$ cat config.mk
export PLATFORM = sky130hd
export DESIGN_NAME = ramp_gen_lim
export DESIGN_NICKNAME = d
export VERILOG_FILES = /design/src/rtl/ramp_pkg.sv /design/src/rtl/ramp_shadow_bank.sv /design/src/rtl/ramp_rate_timer.sv /design/src/rtl/ramp_accum.sv /design/src/rtl/ramp_gen_lim.sv
export SDC_FILE = /design/constraint.sdc
export NUM_CORES = 1
export LEC_CHECK = 0
export ABC_AREA = 1
export BUFFER_PORTS_ARGS = -buffer_cell sky130_fd_sc_hd__buf_2
export CELL_PAD_IN_SITES_DETAIL_PLACEMENT = 2
export CELL_PAD_IN_SITES_GLOBAL_PLACEMENT = 2
export CORE_UTILIZATION = 33
export DETAILED_ROUTE_END_ITERATION = 6
export PLACE_DENSITY = 0.87
export REMOVE_ABC_BUFFERS = 1
export SETUP_SLACK_MARGIN = 0.1
export SYNTH_ARGS = -nofsm -noshare
export SYNTH_HDL_FRONTEND = slang
export SYNTH_SLANG_ARGS = --single-unit
$ cat constraint.sdc
create_clock -name clk -period 5.2 [get_ports clk]
set_input_delay 1.56 -clock clk [delete_from_list [all_inputs] [get_ports clk]]
set_output_delay 1.56 -clock clk [all_outputs]
set_load 0.01 [all_outputs]
$ cat src/rtl/ramp_pkg.sv
package ramp_pkg;

    parameter int unsigned RAMP_W  = 32;
    parameter int unsigned RATE_W  = 16;
    parameter int unsigned ADDR_W  = 3;

    localparam logic [ADDR_W-1:0] A_CTRL = 3'd0;
    localparam logic [ADDR_W-1:0] A_LO   = 3'd1;
    localparam logic [ADDR_W-1:0] A_HI   = 3'd2;
    localparam logic [ADDR_W-1:0] A_UP   = 3'd3;
    localparam logic [ADDR_W-1:0] A_DN   = 3'd4;
    localparam logic [ADDR_W-1:0] A_RATE = 3'd5;

    typedef logic [RAMP_W-1:0] ramp_t;
    typedef logic [RATE_W-1:0] rate_t;

    typedef struct packed {
        logic  en;
        logic  clr;
        logic  aclr;
        ramp_t lo;
        ramp_t hi;
        ramp_t up;
        ramp_t dn;
        rate_t p;
        rate_t n;
    } ramp_cfg_t;

    localparam ramp_cfg_t CFG_RESET = '0;

    // step towards the ceiling, never past it
    function automatic ramp_t step_rise(ramp_t cur, ramp_t ceil, ramp_t inc);
        if (cur >= ceil)
            return ceil;
        else if ((ceil - cur) <= inc)
            return ceil;
        else
            return cur + inc;
    endfunction

    // step towards the floor, never past it
    function automatic ramp_t step_fall(ramp_t cur, ramp_t flr, ramp_t dec);
        if (cur <= flr)
            return flr;
        else if ((cur - flr) <= dec)
            return flr;
        else
            return cur - dec;
    endfunction

    // interval of zero behaves as one
    function automatic rate_t rate_load(rate_t v);
        return (v == '0) ? rate_t'(1) : v;
    endfunction

endpackage

$ cat src/rtl/ramp_shadow_bank.sv
module ramp_shadow_bank
    import ramp_pkg::*;
(
    input  logic              clk,
    input  logic              rst,
    input  logic              cfg_we,
    input  logic [ADDR_W-1:0] cfg_addr,
    input  logic [RAMP_W-1:0] cfg_wdata,
    input  logic              upd,
    output ramp_cfg_t         act,
    output logic              aclr_pulse,
    output logic              start_pulse
);

    ramp_cfg_t shd;

    always_ff @(posedge clk) begin
        if (rst) begin
            shd <= CFG_RESET;
        end else if (cfg_we) begin
            case (cfg_addr)
                A_CTRL: begin
                    shd.en   <= cfg_wdata[0];
                    shd.clr  <= cfg_wdata[1];
                    shd.aclr <= cfg_wdata[2];
                end
                A_LO:   shd.lo <= cfg_wdata;
                A_HI:   shd.hi <= cfg_wdata;
                A_UP:   shd.up <= cfg_wdata;
                A_DN:   shd.dn <= cfg_wdata;
                A_RATE: begin
                    shd.p <= cfg_wdata[RATE_W-1:0];
                    shd.n <= cfg_wdata[2*RATE_W-1:RATE_W];
                end
                default: ;
            endcase
        end
    end

    always_ff @(posedge clk) begin
        if (rst) begin
            act         <= CFG_RESET;
            aclr_pulse  <= 1'b0;
            start_pulse <= 1'b0;
        end else begin
            aclr_pulse  <= upd & shd.aclr;
            start_pulse <= upd & shd.en & ~act.en;
            if (upd)
                act <= shd;
        end
    end


    act_only_on_upd_chk: assert property (@(posedge clk) disable iff (rst)
        !$past(upd) |-> $stable(act));


    aclr_from_upd_chk: assert property (@(posedge clk) disable iff (rst)
        aclr_pulse |-> ($past(upd) && act.aclr));

endmodule

$ cat src/rtl/ramp_rate_timer.sv
module ramp_rate_timer
    import ramp_pkg::*;
(
    input  logic  clk,
    input  logic  rst,
    input  logic  run,
    input  logic  reload,
    input  logic  dir,
    input  rate_t p_int,
    input  rate_t n_int,
    output logic  tick
);

    rate_t cnt_q;
    logic  dir_q;
    rate_t load_v;
    rate_t eff;

    always_comb begin
        load_v = dir ? rate_load(p_int) : rate_load(n_int);
        eff    = ((dir != dir_q) || (cnt_q == '0)) ? load_v : cnt_q;
        tick   = run && (eff == rate_t'(1));
    end

    always_ff @(posedge clk) begin
        if (rst) begin
            cnt_q <= '0;
            dir_q <= 1'b0;
        end else if (reload) begin
            cnt_q <= '0;
            dir_q <= dir;
        end else if (run) begin
            cnt_q <= tick ? load_v : eff - rate_t'(1);
            dir_q <= dir;
        end
    end


    tick_gap_chk: assert property (@(posedge clk) disable iff (rst)
        (run && !reload && tick && (load_v > rate_t'(1)) && dir == $past(dir) && $past(run))
            |=> !tick || reload || !run || (dir != $past(dir)));

endmodule

$ cat src/rtl/ramp_accum.sv
module ramp_accum
    import ramp_pkg::*;
(
    input  logic  clk,
    input  logic  rst,
    input  logic  en,
    input  logic  clr_any,
    input  logic  start,
    input  logic  dir,
    input  logic  hold,
    input  logic  tick,
    input  ramp_t lo,
    input  ramp_t hi,
    input  ramp_t up,
    input  ramp_t dn,
    output ramp_t acc_q,
    output logic  at_limit
);

    ramp_t acc_d;

    always_comb begin
        acc_d = acc_q;
        if (!en)
            acc_d = acc_q;
        else if (clr_any)
            acc_d = lo;
        else if (start && !dir)
            acc_d = lo;
        else if (hold)
            acc_d = acc_q;
        else if (tick)
            acc_d = dir ? step_rise(acc_q, hi, up) : step_fall(acc_q, lo, dn);
    end

    always_ff @(posedge clk) begin
        if (rst)
            acc_q <= '0;
        else
            acc_q <= acc_d;
    end

    assign at_limit = en && (dir ? (acc_q == hi) : (acc_q == lo));


    ceil_bound_chk: assert property (@(posedge clk) disable iff (rst)
        (en && !clr_any && !start && !hold && tick && dir && acc_q <= hi)
            |=> acc_q <= $past(hi));


    hold_freeze_chk: assert property (@(posedge clk) disable iff (rst)
        (en && !clr_any && !(start && !dir) && hold) |=> $stable(acc_q));


    clr_floor_chk: assert property (@(posedge clk) disable iff (rst)
        (en && clr_any) |=> acc_q == $past(lo));

endmodule

$ cat src/rtl/ramp_gen_lim.sv
module ramp_gen_lim
    import ramp_pkg::*;
(
    input  logic              clk,
    input  logic              rst,
    input  logic              cfg_we,
    input  logic [ADDR_W-1:0] cfg_addr,
    input  logic [RAMP_W-1:0] cfg_wdata,
    input  logic              upd,
    input  logic              dir,
    input  logic              hold,
    output logic [RAMP_W-1:0] ramp_out,
    output logic              at_limit
);

    ramp_cfg_t act;
    logic      aclr_pulse;
    logic      start_pulse;
    logic      clr_any;
    logic      run;
    logic      reload;
    logic      tick;

    ramp_shadow_bank u_bank (
        .clk         (clk),
        .rst         (rst),
        .cfg_we      (cfg_we),
        .cfg_addr    (cfg_addr),
        .cfg_wdata   (cfg_wdata),
        .upd         (upd),
        .act         (act),
        .aclr_pulse  (aclr_pulse),
        .start_pulse (start_pulse)
    );

    assign clr_any = act.clr | aclr_pulse;
    assign reload  = ~act.en | clr_any;
    assign run     = act.en & ~clr_any & ~hold;

    ramp_rate_timer u_timer (
        .clk    (clk),
        .rst    (rst),
        .run    (run),
        .reload (reload),
        .dir    (dir),
        .p_int  (act.p),
        .n_int  (act.n),
        .tick   (tick)
    );

    ramp_accum u_acc (
        .clk      (clk),
        .rst      (rst),
        .en       (act.en),
        .clr_any  (clr_any),
        .start    (start_pulse),
        .dir      (dir),
        .hold     (hold),
        .tick     (tick),
        .lo       (act.lo),
        .hi       (act.hi),
        .up       (act.up),
        .dn       (act.dn),
        .acc_q    (ramp_out),
        .at_limit (at_limit)
    );


    reset_zero_chk: assert property (@(posedge clk)
        $past(rst) |-> (ramp_out == '0));

endmodule

# Word-level counts from Yosys, hierarchy flattened
# Index checks and enable logic that the tools add are counted.
totals:
  input_bits: 41
  ff_bits: 376
  word_cells: 87
  output_inout_bits: 33
op_classes:
  add_sub_neg: 5
  reduce_logical: 19
  n_eq_ne: 10
  bitwise: 10
  order_cmp: 4
  muxes: 17
op_table:
  columns: ["op", "n"]
  rows:
  - ["32-bit 2-to-1 mux", 9]
  - ["32-bit <= comparator", 3]
  - ["32-bit subtractor", 3]
  - ["16-bit 2-to-1 mux", 5]
  - ["32-bit == test", 2]
  - ["16-bit logical NOT", 3]
  - ["32-bit adder", 1]
  - ["32-bit greater-or-equal comparator", 1]
  - ["16-bit by 1-bit == test with 1-bit output, second input constant", 1]
  - ["16-bit by 1-bit subtractor with 16-bit output, second input constant", 1]
  - ["2-bit AND reduction", 6]
  - ["3-bit by 2-bit == test with 1-bit output, second input constant", 2]
  - ["3-bit == test, second input constant", 2]
  - ["1-bit AND", 5]
  - ["3-bit by 1-bit == test with 1-bit output, second input constant", 1]
  - ["1-bit logical AND", 3]
  - ["3-bit logical NOT", 1]
  - ["1-bit 2-to-1 mux", 3]
  - ["3-bit by 1-bit != test with 1-bit output, second input constant", 1]
  - ["1-bit inverter", 3]
  - ["3-bit AND reduction", 1]
  - ["3-bit nonzero test", 1]
  - ["1-bit bitwise OR", 2]
  - ["2-bit nonzero test", 1]
  - ["other kinds (4)", 4]

# Logic depth before layout (Yosys ltp)
logic_depth:
  word_depth: 10
  mapped_depth: 34
  mapped_depth_nobuf: 34

# Cells and area by module
# Synthesis repeated with hierarchy kept, for this count alone.
unflattened:
  cells_unflattened: 4539
  hier_area_um2: 27311.2
by_module_without_submodules:
  columns: ["module", "area_each_um2", "instances", "cells_each"]
  rows:
  - ["ramp_accum", 13012.5, 1, 2449]
  - ["ramp_shadow_bank", 12015.3, 1, 1643]
  - ["ramp_rate_timer", 2260.9, 1, 443]
  - ["ramp_gen_lim", 22.5, 1, 4]

# Worst setup path after synthesis
# OpenSTA, ideal clock, no wires.
synth_path:
  path_type: "reg2reg"
  start: "reg u_acc.acc_q[1]"
  end: "reg u_acc.acc_q[0]"
  synth_period_minus_slack_ns: 4.494
  setup_time_ns: 0.114
  stages_incl_launch_ff: 29
  t_required_ns: 5.086
  n_path_buf: 1
  arrival_ns: 4.380
  setup_slack_ns: 0.706
  cell_sequence: "dfxtp_1 inv_1 fa_1 nand3b_1 nand2_1 nand2_1 nand2_1 a21oi_1 o21ai_0 a21boi_0 o21ai_0 nand2_1 nand3_1 nand2_1 ha_1 nand2_1 nor2_1 nand2_1 nor3b_1 nand2_1 nand2_1 clkinv_1 nand3_1 clkbuf_1 nand2_1 nand3_1 nand2_1 a21oi_1 nor2_1"
synth_between:
  elab_chain_cells: 9
  word_cells_on_any_way: 15
  classes_between: "2 x add/sub; 4 x order compare; 9 x mux"
synth_lines:
  columns: ["item", "line_no", "rtl"]
  rows:
  - ["start: declaration", "ramp_accum.sv:16", "output ramp_t acc_q,"]
  - ["start signal: assignment", "ramp_accum.sv:38", "acc_q <= '0;"]
  - ["start signal: assignment", "ramp_accum.sv:40", "acc_q <= acc_d;"]
  - ["32-bit subtractor (on tied branches)", "ramp_pkg.sv:45, ramp_pkg.sv:35", null]
  - ["32-bit <= comparator (on tied branches)", "ramp_pkg.sv:45, ramp_pkg.sv:35", null]
  - ["32-bit 2-to-1 mux (on tied branches)", "ramp_pkg.sv:45, ramp_pkg.sv:35", null]
  - ["32-bit 2-to-1 mux (on tied branches)", "ramp_pkg.sv:43, ramp_pkg.sv:33", null]
  - ["32-bit 2-to-1 mux (*)", "ramp_accum.sv:33", "acc_d = dir ? step_rise(acc_q, hi, up) : step_fall(acc_q, lo, dn);"]
  - ["32-bit 2-to-1 mux (*)", "ramp_accum.sv:32", "else if (tick)"]
  - ["32-bit 2-to-1 mux (*)", "ramp_accum.sv:30", "else if (hold)"]
  - ["32-bit 2-to-1 mux (*)", "ramp_accum.sv:28", "else if (start && !dir)"]
  - ["32-bit 2-to-1 mux (*)", "ramp_accum.sv:26", "else if (clr_any)"]
# Mark *: on every way between the ends. The rest lies on a longest branch, timed or not. The select of a mux whose other input is x is not followed.
# A chain may end at the register's enable or synchronous reset.

# Worst setup path after layout
layout_path:
  start: "reg u_acc.acc_q[0]"
  end: "reg u_acc.acc_q[16]"
# The elaborated chain is that of the path after synthesis.

==> flow_metrics.env <==
export IMPL_worstReg2RegStart="u_acc.acc_q[0]"
export IMPL_setup_viol=0
export IMPL_synth_seq_cells=376
export IMPL_syn_inst=4240
export IMPL_dieWidth_um=283
export IMPL_critPathMaxStageDelay_ns=0.41
export IMPL_grt_overflow_total=0
export IMPL_crit_start="u_acc.acc_q[0]"
export IMPL_ys_types=45
export IMPL_rrSetupSlack_ns=0.16
export IMPL_clk_latency_ns=0.60
export IMPL_ir_drop_mv=0.235
export IMPL_routabilityCongestion=0.986
export IMPL_cts_buffers=44
export IMPL_grt_max_degree=108
export IMPL_synth_top_area_share_pct=28.8
export IMPL_syn_area_per_cell_sq_um=6.16
export IMPL_clock_sinks=376
export IMPL_vias=30300
export IMPL_cts_tree="built"
export IMPL_tightest_slew_ns=1.19
export IMPL_p_leak_nw=14.9
export IMPL_io_buffers=73
export IMPL_slew_violations=0
export IMPL_seq_area_frac_synth_pct=28.8
export IMPL_dr_pass1_iters=5
export IMPL_clk_path_buf_depth=3
export IMPL_via_per_inst=5.66
export IMPL_fin_setup_tns_ns=0
export IMPL_wirelength_um=136000
export IMPL_root_buffer="clkbuf_16"
export IMPL_place_area_sq_um=27700
export IMPL_worst_r2r_path_depth=30
export IMPL_endpoint_kind="flop"
export IMPL_status="completed"
export IMPL_finalClockSkew_ns=0.0292
export IMPL_holdWs_ns=0.458
export IMPL_die_y_um=283
export IMPL_nets=4508
export IMPL_synth_ff_type="dfxtp_1"
export IMPL_crit_fanout=9
export IMPL_synth_most_common_cell="nand2_1"
export IMPL_finalInstanceArea_sq_um=29500
export IMPL_timing_final_crit_share_pct=97.0
export IMPL_drt_iter0_drc=1924
export IMPL_cts_clk_slew_worst_paths_ns=0.07
export IMPL_worstHoldStart="u_bank.shd[91]"
export IMPL_start_kind="flop"
export IMPL_layout_drive_gt1_share_pct=6.27
export IMPL_path_class="reg -> reg"
export IMPL_syn2layout_area_growth_pct=13.1
export IMPL_hold_end="u_bank.shd[91]"
export IMPL_hold_viol_final=0
export IMPL_cts_hold_buf=0
export IMPL_antenna_found_initial=6
export IMPL_maxCapViolCount=0
export IMPL_n_antenna_cell=0
export IMPL_reg2reg_to="u_acc.acc_q[16]"
export IMPL_maxSlewHeadroom_pct=20.6
export IMPL_synth_common_cells="nand2_1 (1075), nor2_1 (594), inv_1 (582), o21ai_0 (377), dfxtp_1 (376)"
export IMPL_yosys_top_cells_area="dfxtp_1 (29%), nand2_1 (15%), ha_1 (9.2%), nor2_1 (8.5%), inv_1 (8.4%)"
export IMPL_rows=102
export IMPL_synth_edf_count=0
export IMPL_dpl_hpwl_um=92800
export IMPL_min_period_ns=5.04
export IMPL_drc_errors=0
export IMPL_powerDensity_nw_per_um2=305
export IMPL_grt_pass1_wl_um=203000
export IMPL_async_flop_share_pct=0
export IMPL_required_ns=5.68
export IMPL_ios=74
export IMPL_synth_area_sq_um=26100
export IMPL_grt_usage_pct=32.6
export IMPL_wl_per_cell_um=25.5
export IMPL_stdcell_count=5347
export IMPL_cts_htree_levels=2
export IMPL_crit_top_cell="nand2_1"
export IMPL_placed_cells=5261
export IMPL_hold_path_class="reg -> reg"
export IMPL_slowest_stage="fa_1"
export IMPL_die_area_sq_um=80200
export IMPL_fmax_ghz=0.198
export IMPL_yosys_warnings=0
export IMPL_initial_core_util_pct=33.5
export IMPL_core_area_sq_um=77800
export IMPL_worstHoldPathCells=2
export IMPL_ant_nets=0
export IMPL_grt_pass1_vias=33600
export IMPL_cp_arrival_ns=5.52
export IMPL_rsz0062_at_grt="no"
export IMPL_yosysTopAreaCell="dfxtp_1"
registers in the layout, indices dropped and copies added (netlist names):
register,count
u_bank.shd,163
u_bank.act,162
u_acc.acc_q,32
u_timer.cnt_q,16
u_bank.aclr_pulse,1
u_bank.start_pulse,1
u_timer.dir_q,1
metal layers:
layer | routed length, um | global-route usage [%] | up-vias
met5 | 46 | 0 | -
met4 | 7360 | 15.8 | 6
met3 | 8000 | 5.22 | 398
met2 | 66800 | 58.1 | 1044
met1 | 54000 | 37.7 | 15200
li1 | - | - | 13600
layout make-up:
cell class,count,area (sq um)
inverter,586,2210
clock inverter,22,373
clock buffer,60,1250
fill,9460,48300
tap,1040,1300
sequential,376,7540
timing repair buffer,141,1010
multi-input combinational,3122,15800
stage by stage:
stage,total power [mW],setup slack [ns],utilization [%]
finish,9.00,0.156,37.9
global route,9.30,0.0793,37.9
CTS,8.94,0.118,37.7
detailed placement,5.21,-0.104,35.6
global placement,5.10,0.233,35.6
floorplan,4.43,-2.15,-
critical path: cells and delay by family, from the launching register on:
kind	cells	cell delay, ns
AO/OA/AOI/OAI	5	0.85
AND/OR/NAND/NOR	18	2.17
flip-flops	1	0.37
adder cells (fa/ha/maj)	3	0.92
buffers and inverters	4	0.63
placed cells by master, fill, tap and decap left out, drive strengths merged, types with 3 or more instances in the layout:
cell	count
a21boi	3
a21o	12
a21oi	359
a221oi	3
a31oi	7
and2	13
and3	4
buf	139
bufinv	9
clkbuf	62
clkinv	9
dfxtp	376
fa	4
ha	192
inv	590
nand2	1079
nand3	242
nand3b	24
nand4	62
nor2	601
nor3	18
nor4	3
o21a	9
o21ai	381
o21bai	13
or2	3
xnor2	46
xor2	38
what timing repair did:
| action | CTS | global route |
|---|---|---|
| endpoints found under the setup margin | 33 | 32 |
| pin swaps | 0 | 3 |
| gates resized for setup | 18 | 23 |
| cloned | 0 | 3 |
| buffers inserted | 0 | 1 |
where the power goes:
part | switching, mW | internal, mW | leakage (nW) | total (mW)
Combinational | 1.62 | 0.675 | 11.0 | 2.29
Clock | 1.47 | 2.15 | 0.796 | 3.62
Sequential | 0.0931 | 2.99 | 3.07 | 3.09
Total | 3.18 | 5.82 | 14.9 | 9.00
worst max-delay path by stage:
stage | end | cells past startpoint
after floorplan | u_timer.cnt_q[5] | 3
after CTS | u_acc.acc_q[29] | 29
after detailed placement | u_acc.acc_q[2] | 28
final | u_acc.acc_q[16] | 30
after global routing | u_acc.acc_q[16] | 30
after global placement | u_acc.acc_q[3] | 28
cells by family after synthesis:
group	synth area share [%]
compound gates	15.7
xor+xnor	2.89
fa+ha+maj	9.51
buf+inv	10.9
flops	28.8
simple gates	32.1
(Power assumes the default switching activity.)
